==> src/rtl/saw_pkg.sv <==
package saw_pkg;
  typedef enum logic [1:0] {
    MODE_3WIRE = 2'b00,
    MODE_2WIRE = 2'b01,
    MODE_SBUS  = 2'b10,
    MODE_XBUS  = 2'b11
  } saw_mode_e;

  typedef struct packed {
    logic addr;
    logic done;
    logic stop;
    logic chk;
    logic clr;
  } saw_evt_t;

  function automatic logic is_bus_mode(input saw_mode_e m);
    return m != MODE_3WIRE;
  endfunction
endpackage

==> src/rtl/saw_addr_cmp.sv <==
module saw_addr_cmp #(
  parameter int ADDR_W    = 8,
  parameter int MASK_LSBS = 1
) (
  input  logic              clk,
  input  logic              sa_we,
  input  logic [ADDR_W-1:0] sa_wdata,
  input  logic              mask_en,
  input  logic [ADDR_W-1:0] rx_byte,
  output logic              hit
);
  localparam int KEEP_W = ADDR_W - MASK_LSBS;

  logic [ADDR_W-1:0] sva_q;
  logic [ADDR_W-1:0] cmp_mask;

  // Address register deliberately has no reset: its value survives reset.
  always_ff @(posedge clk) begin
    if (sa_we) sva_q <= sa_wdata;
  end

  generate
    if (MASK_LSBS > 0) begin : g_mask
      assign cmp_mask = mask_en ? {{KEEP_W{1'b1}}, {MASK_LSBS{1'b0}}} : {ADDR_W{1'b1}};
    end else begin : g_nomask
      assign cmp_mask = {ADDR_W{1'b1}};
    end
  endgenerate

  assign hit = ((rx_byte ^ sva_q) & cmp_mask) == '0;
endmodule

==> src/rtl/saw_flags.sv <==
module saw_flags
  import saw_pkg::*;
(
  input  logic     clk,
  input  logic     rst,
  input  logic     bus,
  input  logic     hit,
  input  saw_evt_t evt,
  output logic     match_q,
  output logic     rel_q,
  output logic     err_q
);
  logic addr_ev, chk_ev;
  assign addr_ev = bus & evt.addr;
  assign chk_ev  = bus & evt.chk;

  always_ff @(posedge clk) begin
    if (rst) begin
      match_q <= 1'b0;
      rel_q   <= 1'b0;
      err_q   <= 1'b0;
    end else begin
      if (addr_ev)       match_q <= hit;
      else if (evt.clr)  match_q <= 1'b0;

      if (evt.stop)              rel_q <= 1'b1;
      else if (addr_ev && !hit)  rel_q <= 1'b0;

      if (chk_ev)        err_q <= !hit;
      else if (evt.clr)  err_q <= 1'b0;
    end
  end

  p_match_r2: assert property (@(posedge clk) disable iff (rst)
    (bus && evt.addr) |=> (match_q == $past(hit)));

  p_mismatch_release_r4: assert property (@(posedge clk) disable iff (rst)
    (bus && evt.addr && !hit && !evt.stop) |=> !rel_q);

  p_stop_release_r4: assert property (@(posedge clk) disable iff (rst)
    evt.stop |=> rel_q);

  p_clear_r8: assert property (@(posedge clk) disable iff (rst)
    (evt.clr && !(bus && evt.addr)) |=> !match_q);

  p_tx_error_r9: assert property (@(posedge clk) disable iff (rst)
    (bus && evt.chk) |=> (err_q != $past(hit)));

  p_three_wire_r10: assert property (@(posedge clk) disable iff (rst)
    (!bus && !evt.clr && !evt.stop) |=> ($stable(match_q) && $stable(err_q) && $stable(rel_q)));
endmodule

==> src/rtl/saw_irq.sv <==
module saw_irq
  import saw_pkg::*;
(
  input  logic     clk,
  input  logic     rst,
  input  logic     wake,
  input  logic     bus,
  input  logic     hit,
  input  saw_evt_t evt,
  output logic     irq_q
);
  logic gated, irq_d;
  assign gated = wake & bus;
  assign irq_d = gated ? ((evt.addr & hit) | evt.stop) : evt.done;

  always_ff @(posedge clk) begin
    if (rst) irq_q <= 1'b0;
    else     irq_q <= irq_d;
  end

  p_wake_gate_r5: assert property (@(posedge clk) disable iff (rst)
    (wake && bus && !evt.stop && !(evt.addr && hit)) |=> !irq_q);

  p_wake_fire_r5: assert property (@(posedge clk) disable iff (rst)
    (wake && bus && evt.stop) |=> irq_q);

  p_nowake_byte_r6: assert property (@(posedge clk) disable iff (rst)
    (!(wake && bus) && evt.done) |=> irq_q);

  p_pulse_source_r7: assert property (@(posedge clk) disable iff (rst)
    irq_q |-> $past(evt.done || evt.stop || evt.addr));
endmodule

==> src/rtl/slave_addr_wake.sv <==
module slave_addr_wake
  import saw_pkg::*;
#(
  parameter int ADDR_W    = 8,
  parameter int MASK_LSBS = 1
) (
  input  logic              clk,
  input  logic              rst,
  input  logic              sa_we,
  input  logic [ADDR_W-1:0] sa_wdata,
  input  logic              mask_lsb,
  input  logic              wake_en,
  input  logic [1:0]        mode_sel,
  input  logic [ADDR_W-1:0] rx_byte,
  input  logic              addr_stb,
  input  logic              byte_done,
  input  logic              stop_stb,
  input  logic              tx_chk_stb,
  input  logic              clr_match,
  output logic              match_o,
  output logic              irq_o,
  output logic              release_o,
  output logic              err_o
);
  saw_evt_t  evt;
  saw_mode_e mode;
  logic      bus, hit;

  assign mode = saw_mode_e'(mode_sel);
  assign bus  = is_bus_mode(mode);
  assign evt  = '{addr: addr_stb, done: byte_done, stop: stop_stb,
                  chk: tx_chk_stb, clr: clr_match};

  saw_addr_cmp #(.ADDR_W(ADDR_W), .MASK_LSBS(MASK_LSBS)) u_cmp (
    .clk      (clk),
    .sa_we    (sa_we),
    .sa_wdata (sa_wdata),
    .mask_en  (mask_lsb),
    .rx_byte  (rx_byte),
    .hit      (hit)
  );

  saw_flags u_flags (
    .clk     (clk),
    .rst     (rst),
    .bus     (bus),
    .hit     (hit),
    .evt     (evt),
    .match_q (match_o),
    .rel_q   (release_o),
    .err_q   (err_o)
  );

  saw_irq u_irq (
    .clk   (clk),
    .rst   (rst),
    .wake  (wake_en),
    .bus   (bus),
    .hit   (hit),
    .evt   (evt),
    .irq_q (irq_o)
  );

  p_reset_r11: assert property (@(posedge clk)
    rst |=> (!match_o && !irq_o && !release_o && !err_o));
endmodule

==> config.mk <==
export PLATFORM = sky130hd
export DESIGN_NAME = slave_addr_wake
export DESIGN_NICKNAME = d
export VERILOG_FILES = /design/src/rtl/saw_pkg.sv /design/src/rtl/saw_addr_cmp.sv /design/src/rtl/saw_flags.sv /design/src/rtl/saw_irq.sv /design/src/rtl/slave_addr_wake.sv
export SDC_FILE = /design/constraint.sdc
export NUM_CORES = 1
export LEC_CHECK = 0
export CAP_MARGIN = 0
export CORE_MARGIN = 3
export CORE_UTILIZATION = 37
export CTS_BUF_LIST = sky130_fd_sc_hd__clkbuf_8
export DETAILED_ROUTE_END_ITERATION = 12
export PLACE_DENSITY = 0.85
export SYNTH_ARGS = -nofsm -noshare
export SYNTH_HDL_FRONTEND = slang
export SYNTH_SLANG_ARGS = --single-unit
==> constraint.sdc <==
create_clock -name clk -period 1.5 [get_ports clk]
set_input_delay 0.3 -clock clk [delete_from_list [all_inputs] [get_ports clk]]
set_output_delay 0.3 -clock clk [all_outputs]
set_load 0.02 [all_outputs]
## Yosys cells after proc, flatten, opt, wreduce, memory -nomap -nowiden

Index checks and enable logic that the tools add are counted.

| word-level totals | value |
|---|---|
| flip-flop bits (word level) | 12 |

| cells by class | value |
|---|---|
| mux-type cells | 7 |
| bitwise logic cells | 7 |
| reduce and logical (&&, ||, !) cells | 7 |

Operators with widths:

| kind | number |
|---|---|
| 8-bit AND | 1 |
| 8-bit zero test | 1 |
| 2-bit nonzero test | 4 |
| 8-bit XOR | 1 |
| 1-bit 2-to-1 mux | 7 |
| 1-bit AND | 4 |
| 1-bit logical AND | 1 |
| 1-bit zero test | 1 |
| 1-bit bitwise OR | 1 |

## Longest topological paths before layout

| logic depth | value |
|---|---|
| word-level depth | 7 |
| gate-level depth with buffers | 4 |
| depth with buffers taken out | 4 |

## Modules after synthesis

A second synthesis with hierarchy kept.

| unflattened totals | value |
|---|---|
| cell total of the unflattened synthesis | 38 |
| area, all modules | 498.0 um2 |

By module, submodules not included:

| module | times used | cells each | area each (um2) | seq. area each (um2) |
|---|---|---|---|---|
| saw_addr_cmp | 1 | 19 | 335.3 | 240.2 |
| saw_flags | 1 | 14 | 117.6 | 60.1 |
| saw_irq | 1 | 4 | 38.8 | 20.0 |
| slave_addr_wake | 1 | 1 | 6.3 | 0.0 |

## Worst setup path after synthesis

No wires, ideal clock.

| path | value |
|---|---|
| path type | register to register |
| start point | register u_cmp.sva_q[5] |
| end point | register u_irq.irq_q |
| setup time | 0.086 ns |
| arrival | 1.198 ns |
| slack | 0.215 ns |
| cell stages (with the launch flop) | 5 |
| path buffers | 0 |
| clock period less this slack | 1.285 ns |
| path through | edfxtp_1 xor2_1 nor4_4 nand4_1 a221oi_2 |

| on the way | value |
|---|---|
| longest elaborated chain between the ends | 6 |

RTL lines:

| what | RTL line | RTL |
|---|---|---|
| start: declaration | saw_addr_cmp.sv:14 | `logic [ADDR_W-1:0] sva_q;` |
| start signal: assignment | saw_addr_cmp.sv:19 | `if (sa_we) sva_q <= sa_wdata;` |
| 8-bit XOR | saw_addr_cmp.sv:30 | `assign hit = ((rx_byte ^ sva_q) & cmp_mask) == '0;` |
| 8-bit AND | saw_addr_cmp.sv:30 |  |
| 8-bit zero test | saw_addr_cmp.sv:30 |  |
| 1-bit AND | saw_irq.sv:14 | `assign irq_d = gated ? ((evt.addr & hit) \| evt.stop) : evt.done;` |
| 1-bit bitwise OR | saw_irq.sv:14 |  |
| 1-bit 2-to-1 mux | saw_irq.sv:14 |  |
| end signal: assignment | saw_irq.sv:18 | `else irq_q <= irq_d;` |
| end: declaration | saw_irq.sv:10 | `output logic irq_q` |

No other way between the ends.
A chain may end at the register's enable or synchronous reset.

## Worst setup path in the final report

| path | value |
|---|---|
| start point | register u_flags.err_q |
| end point | output err_o |

RTL lines:

| what | RTL line | RTL |
|---|---|---|
| start: declaration | saw_flags.sv:11 | `output logic err_q` |
| start signal: assignment | saw_flags.sv:29 | `if (chk_ev) err_q <= !hit;` |
| end: declaration | slave_addr_wake.sv:23 | `output logic err_o` |

No word-level cell between the ends.

==> impl_table.tex <==
\begin{tabular}{lr}
\hline
Metric & Value \\
\hline
\multicolumn{2}{l}{\textbf{Outcome}} \\
\quad Outcome & finished clean \\
\multicolumn{2}{l}{\textbf{STA}} \\
\quad Setup total negative slack & 0 ns \\
\quad Worst hold slack & between 0.5 and 0.6 ns \\
\quad RSZ-0062 raised after global routing & no \\
\quad Final min period & around 1.5 ns \\
\quad Headroom to the max-slew limit & 0.790 \\
\quad Count of endpoints failing hold in the final timing report & 0 \\
\quad Max Slew Vio Count & 0 \\
\quad Setup clock skew after layout & 0.00195 ns \\
\quad Worst Tran Pin Value & between 0.3 and 0.4 ns \\
\quad Final setup violation count & 0 \\
\quad Maximum achievable frequency & around 0.7 GHz \\
\quad Period Utilization, post-route & 0.973 \\
\quad Worst path setup slack after routing & 0.0401 ns \\
\multicolumn{2}{l}{\textbf{GRT}} \\
\quad Total routing resource utilization after global routing & 0.128 \\
\quad Sum of overflow across all layers after global routing & 0 \\
\quad Pin count of the biggest net entering global routing & 9 \\
\quad Via count of the first global-routing pass & 454 \\
\quad Antenna violations before repair & 0 \\
\quad First-pass GRT wire length & approximately 1700 um \\
\multicolumn{2}{l}{\textbf{Place}} \\
\quad Post-detailed-placement half-perimeter wirelength & around 880 um \\
\quad I/O Buffers & 31 \\
\quad Routability congestion estimate & between 0.6 and 0.7 \\
\quad Worst setup slack after placement & -0.165 ns \\
\quad DP Area & between 800 and 900 sq um \\
\quad Post-placement cell count & 87 \\
\multicolumn{2}{l}{\textbf{Worst hold path}} \\
\quad Hold Crit Depth & 2 \\
\quad Start point of the worst hold path & u\_flags.rel\_q \\
\quad Path category of the worst min-delay check & reg -> reg \\
\quad Hold Path Sink & u\_flags.rel\_q \\
\multicolumn{2}{l}{\textbf{Finish}} \\
\quad Antenna Diode Count & 0 \\
\quad Multi-input combinational cell area & 216 sq um \\
\quad Net count reported at finish & roughly 110 \\
\quad Filler Cells Inserted & $\sim$100 \\
\quad Final cell count without fillers & 90 \\
\quad Layout Cell Area excl Fill & between 900 and 1000 sq um \\
\quad Reg area & about 320 sq um \\
\quad Synthesis-to-finish area growth & 71.5\% \\
\quad Share of layout cells above drive strength 1 & 0.120 \\
\multicolumn{2}{l}{\textbf{Floorplan}} \\
\quad Core Region & roughly 1300 sq um \\
\quad Initial Util & 0.402 \\
\quad Die X & approximately 44 um \\
\quad Overall die area & roughly 1900 sq um \\
\quad Number of I/O pins & 32 \\
\quad Die Y & 44.0 um \\
\quad Row Count & 13 \\
\multicolumn{2}{l}{\textbf{Pwr}} \\
\quad Pwr Density & approximately 900 nW/um\^{}2 \\
\quad Cell leakage power & approximately 0.33 nW \\
\quad Worst IR drop on VDD & a little under 0.8 mV \\
\multicolumn{2}{l}{\textbf{Critical path}} \\
\quad Cell-by-cell trace of the critical path & clkdlybuf4s50\_1 \\
\quad Worst path bufs/invs & 1 \\
\quad Type of destination of the critical path & output pin \\
\quad Terminus of the critical flop-to-flop path & u\_irq.irq\_q \\
\quad R2r setup slk & approximately 0.15 ns \\
\quad Data arrival time of the worst path & between 1 and 1.5 ns \\
\quad Maximum single-stage delay on the critical path & between 0.6 and 0.7 ns \\
\quad Top cell family by delay on the critical path & buffers and inverters \\
\quad Max stage delay cell, worst path & sky130\_fd\_sc\_hd\_\_clkdlybuf4s50\_1 \\
\quad Kind of critical path & reg -> out \\
\quad Startpoint of the lowest-slack register-to-register path & u\_cmp.sva\_q[5] \\
\quad Cells on worst reg2reg path & 4 \\
\quad Crit path required time & 1.20 ns \\
\quad Critical Path Fanout Max & 2 \\
\quad Crit start category & register \\
\multicolumn{2}{l}{\textbf{Synthesis}} \\
\quad Cell count after synthesis & 40 \\
\quad Post-synthesis net count & just under 70 \\
\quad Synth Warn \# & 0 \\
\quad Number of different library cells in the post-synthesis netlist & 17 \\
\quad Register area share after synthesis & 0.598 \\
\quad Total standard cell area after synthesis & roughly 540 sq um \\
\quad Mean instance size in the synthesized netlist & $\sim$13 sq um \\
\quad Synthesized flop and latch total & 12 \\
\multicolumn{2}{l}{\textbf{Clock tree}} \\
\quad H-tree depth reported by CTS & 1 \\
\quad Number of buffers created by CTS & 3 \\
\quad CTS Sinks & 12 \\
\quad Clock transition at path regs & roughly 0.050 ns \\
\quad Number of buffers on the longest clock path & 2 \\
\quad Number of buffers inserted to repair setup after CTS & 0 \\
\quad Clock latency on the worst-skew pair & approximately 0.23 ns \\
\quad Clock Tree Root & sky130\_fd\_sc\_hd\_\_clkbuf\_8 \\
\quad Clock tree from TritonCTS & yes \\
\multicolumn{2}{l}{\textbf{Routing}} \\
\quad Highest Signal Layer & met4 \\
\quad Metal2 WL & between 500 and 600 um \\
\quad Vias after detailed routing & 440 \\
\quad Initial detailed-routing violation count & 1 \\
\quad Detailed-router iteration count before antenna repair & 3 \\
\quad Routed length per placed instance & 11.1 um \\
\quad Detailed-route DRC error count & 0 \\
\quad Vias/cell & $\sim$4.9 \\
\quad Amount of wire on met3 after detailed routing & around 110 um \\
\quad Sum of routed wire segments on met1 & approximately 330 um \\
\quad Final antenna-violating net count & 0 \\
\quad Routed Wire Length & 1000 um \\
\multicolumn{2}{l}{\textbf{Job}} \\
\quad Max capacitance violation total & 0 \\
\hline
\end{tabular}
## placed cells by master (no fill, tap or decap), types with 2 or more instances in the layout
cell and count:
sky130_fd_sc_hd__clkdlybuf4s50_1 31, sky130_fd_sc_hd__xor2_1 8, sky130_fd_sc_hd__nor3b_1 2, sky130_fd_sc_hd__dfxtp_1 4, sky130_fd_sc_hd__o21ai_0 3, sky130_fd_sc_hd__clkbuf_8 3
sky130_fd_sc_hd__edfxtp_1 8, sky130_fd_sc_hd__nor2_1 4
## kinds of logic after synthesis
logic type	synth area share
XOR/XNOR	0.131
AO/OA/AOI/OAI	0.100
flip-flops	0.598
AND/OR/NAND/NOR	0.164
buffers and inverters	0.00700
## through the flow
step	total power, mW	util
after CTS	0.836	0.685
after floorplan	0.450	-
after detailed placement	0.551	0.654
final	0.823	0.689
after global placement	0.546	0.654
after global routing	0.870	0.689
## power by group
part	switching, mW	internal (mW)
Sequential	0.00991	0.379
Clock	0.104	0.176
Combinational	0.0574	0.0967
## synthesized netlist by cell type (all sizes together)
library cell	n	area, sq um
nand2	1	3.75
inv	1	3.75
a22o	1	8.76
o21ai	3	15.0
nor3b	2	15.0
a211oi	1	7.51
nand4	1	6.26
a221oi	1	15.0
nor2	4	15.0
edfxtp	8	240
o31ai	1	7.51
dfxtp	4	80.1
nand3	1	10.0
nand2b	1	6.26
nor4	1	21.3
xor2	8	70.1
nor3	1	10.0
## repair_timing
| item | 4_1_cts | 5_1_grt |
|---|---|---|
| setup endpoints to repair | 0 | 1 |
| hold buffers | 0 | 0 |
| hold endpoints to repair | 0 | 0 |
| resized for setup | 0 | 1 |
## worst max-delay path by stage
stage / endpoint / cells after the start / start / slack, ns
after floorplan: u_irq.irq_q / 4 / u_cmp.sva_q[5] / 0.22
after global placement: u_irq.irq_q / 5 / rx_byte[5] / -0.15
after detailed placement: u_irq.irq_q / 5 / rx_byte[5] / -0.16
after CTS: err_o / 1 / u_flags.err_q / 0.03
after global routing: release_o / 1 / u_flags.rel_q / 0.0009
final: err_o / 1 / u_flags.err_q / 0.04
## area by class of cell
cell class / instances / share of cell area
flip-flops and latches: 12 / 0.349
inverters: 1 / 0.00409
clock buffers: 3 / 0.0450
well taps: 15 / 0.0204
multi-input cells: 27 / 0.236
repair buffers: 32 / 0.346
## sequential cells by signal (all words and copies together), names as in the netlist
| signal | cells |
|---|---|
| u_flags.rel_q | 1 |
| u_flags.err_q | 1 |
| u_flags.match_q | 1 |
| u_cmp.sva_q | 8 |
| u_irq.irq_q | 1 |
## per-layer routing
metal	up-vias	global-route usage
met2	21	0.221
li1	219	-
met3	2	0.0488
met1	198	0.131
met5	-	0
met4	0	0.0723
Power figures use the tool's default switching activity.
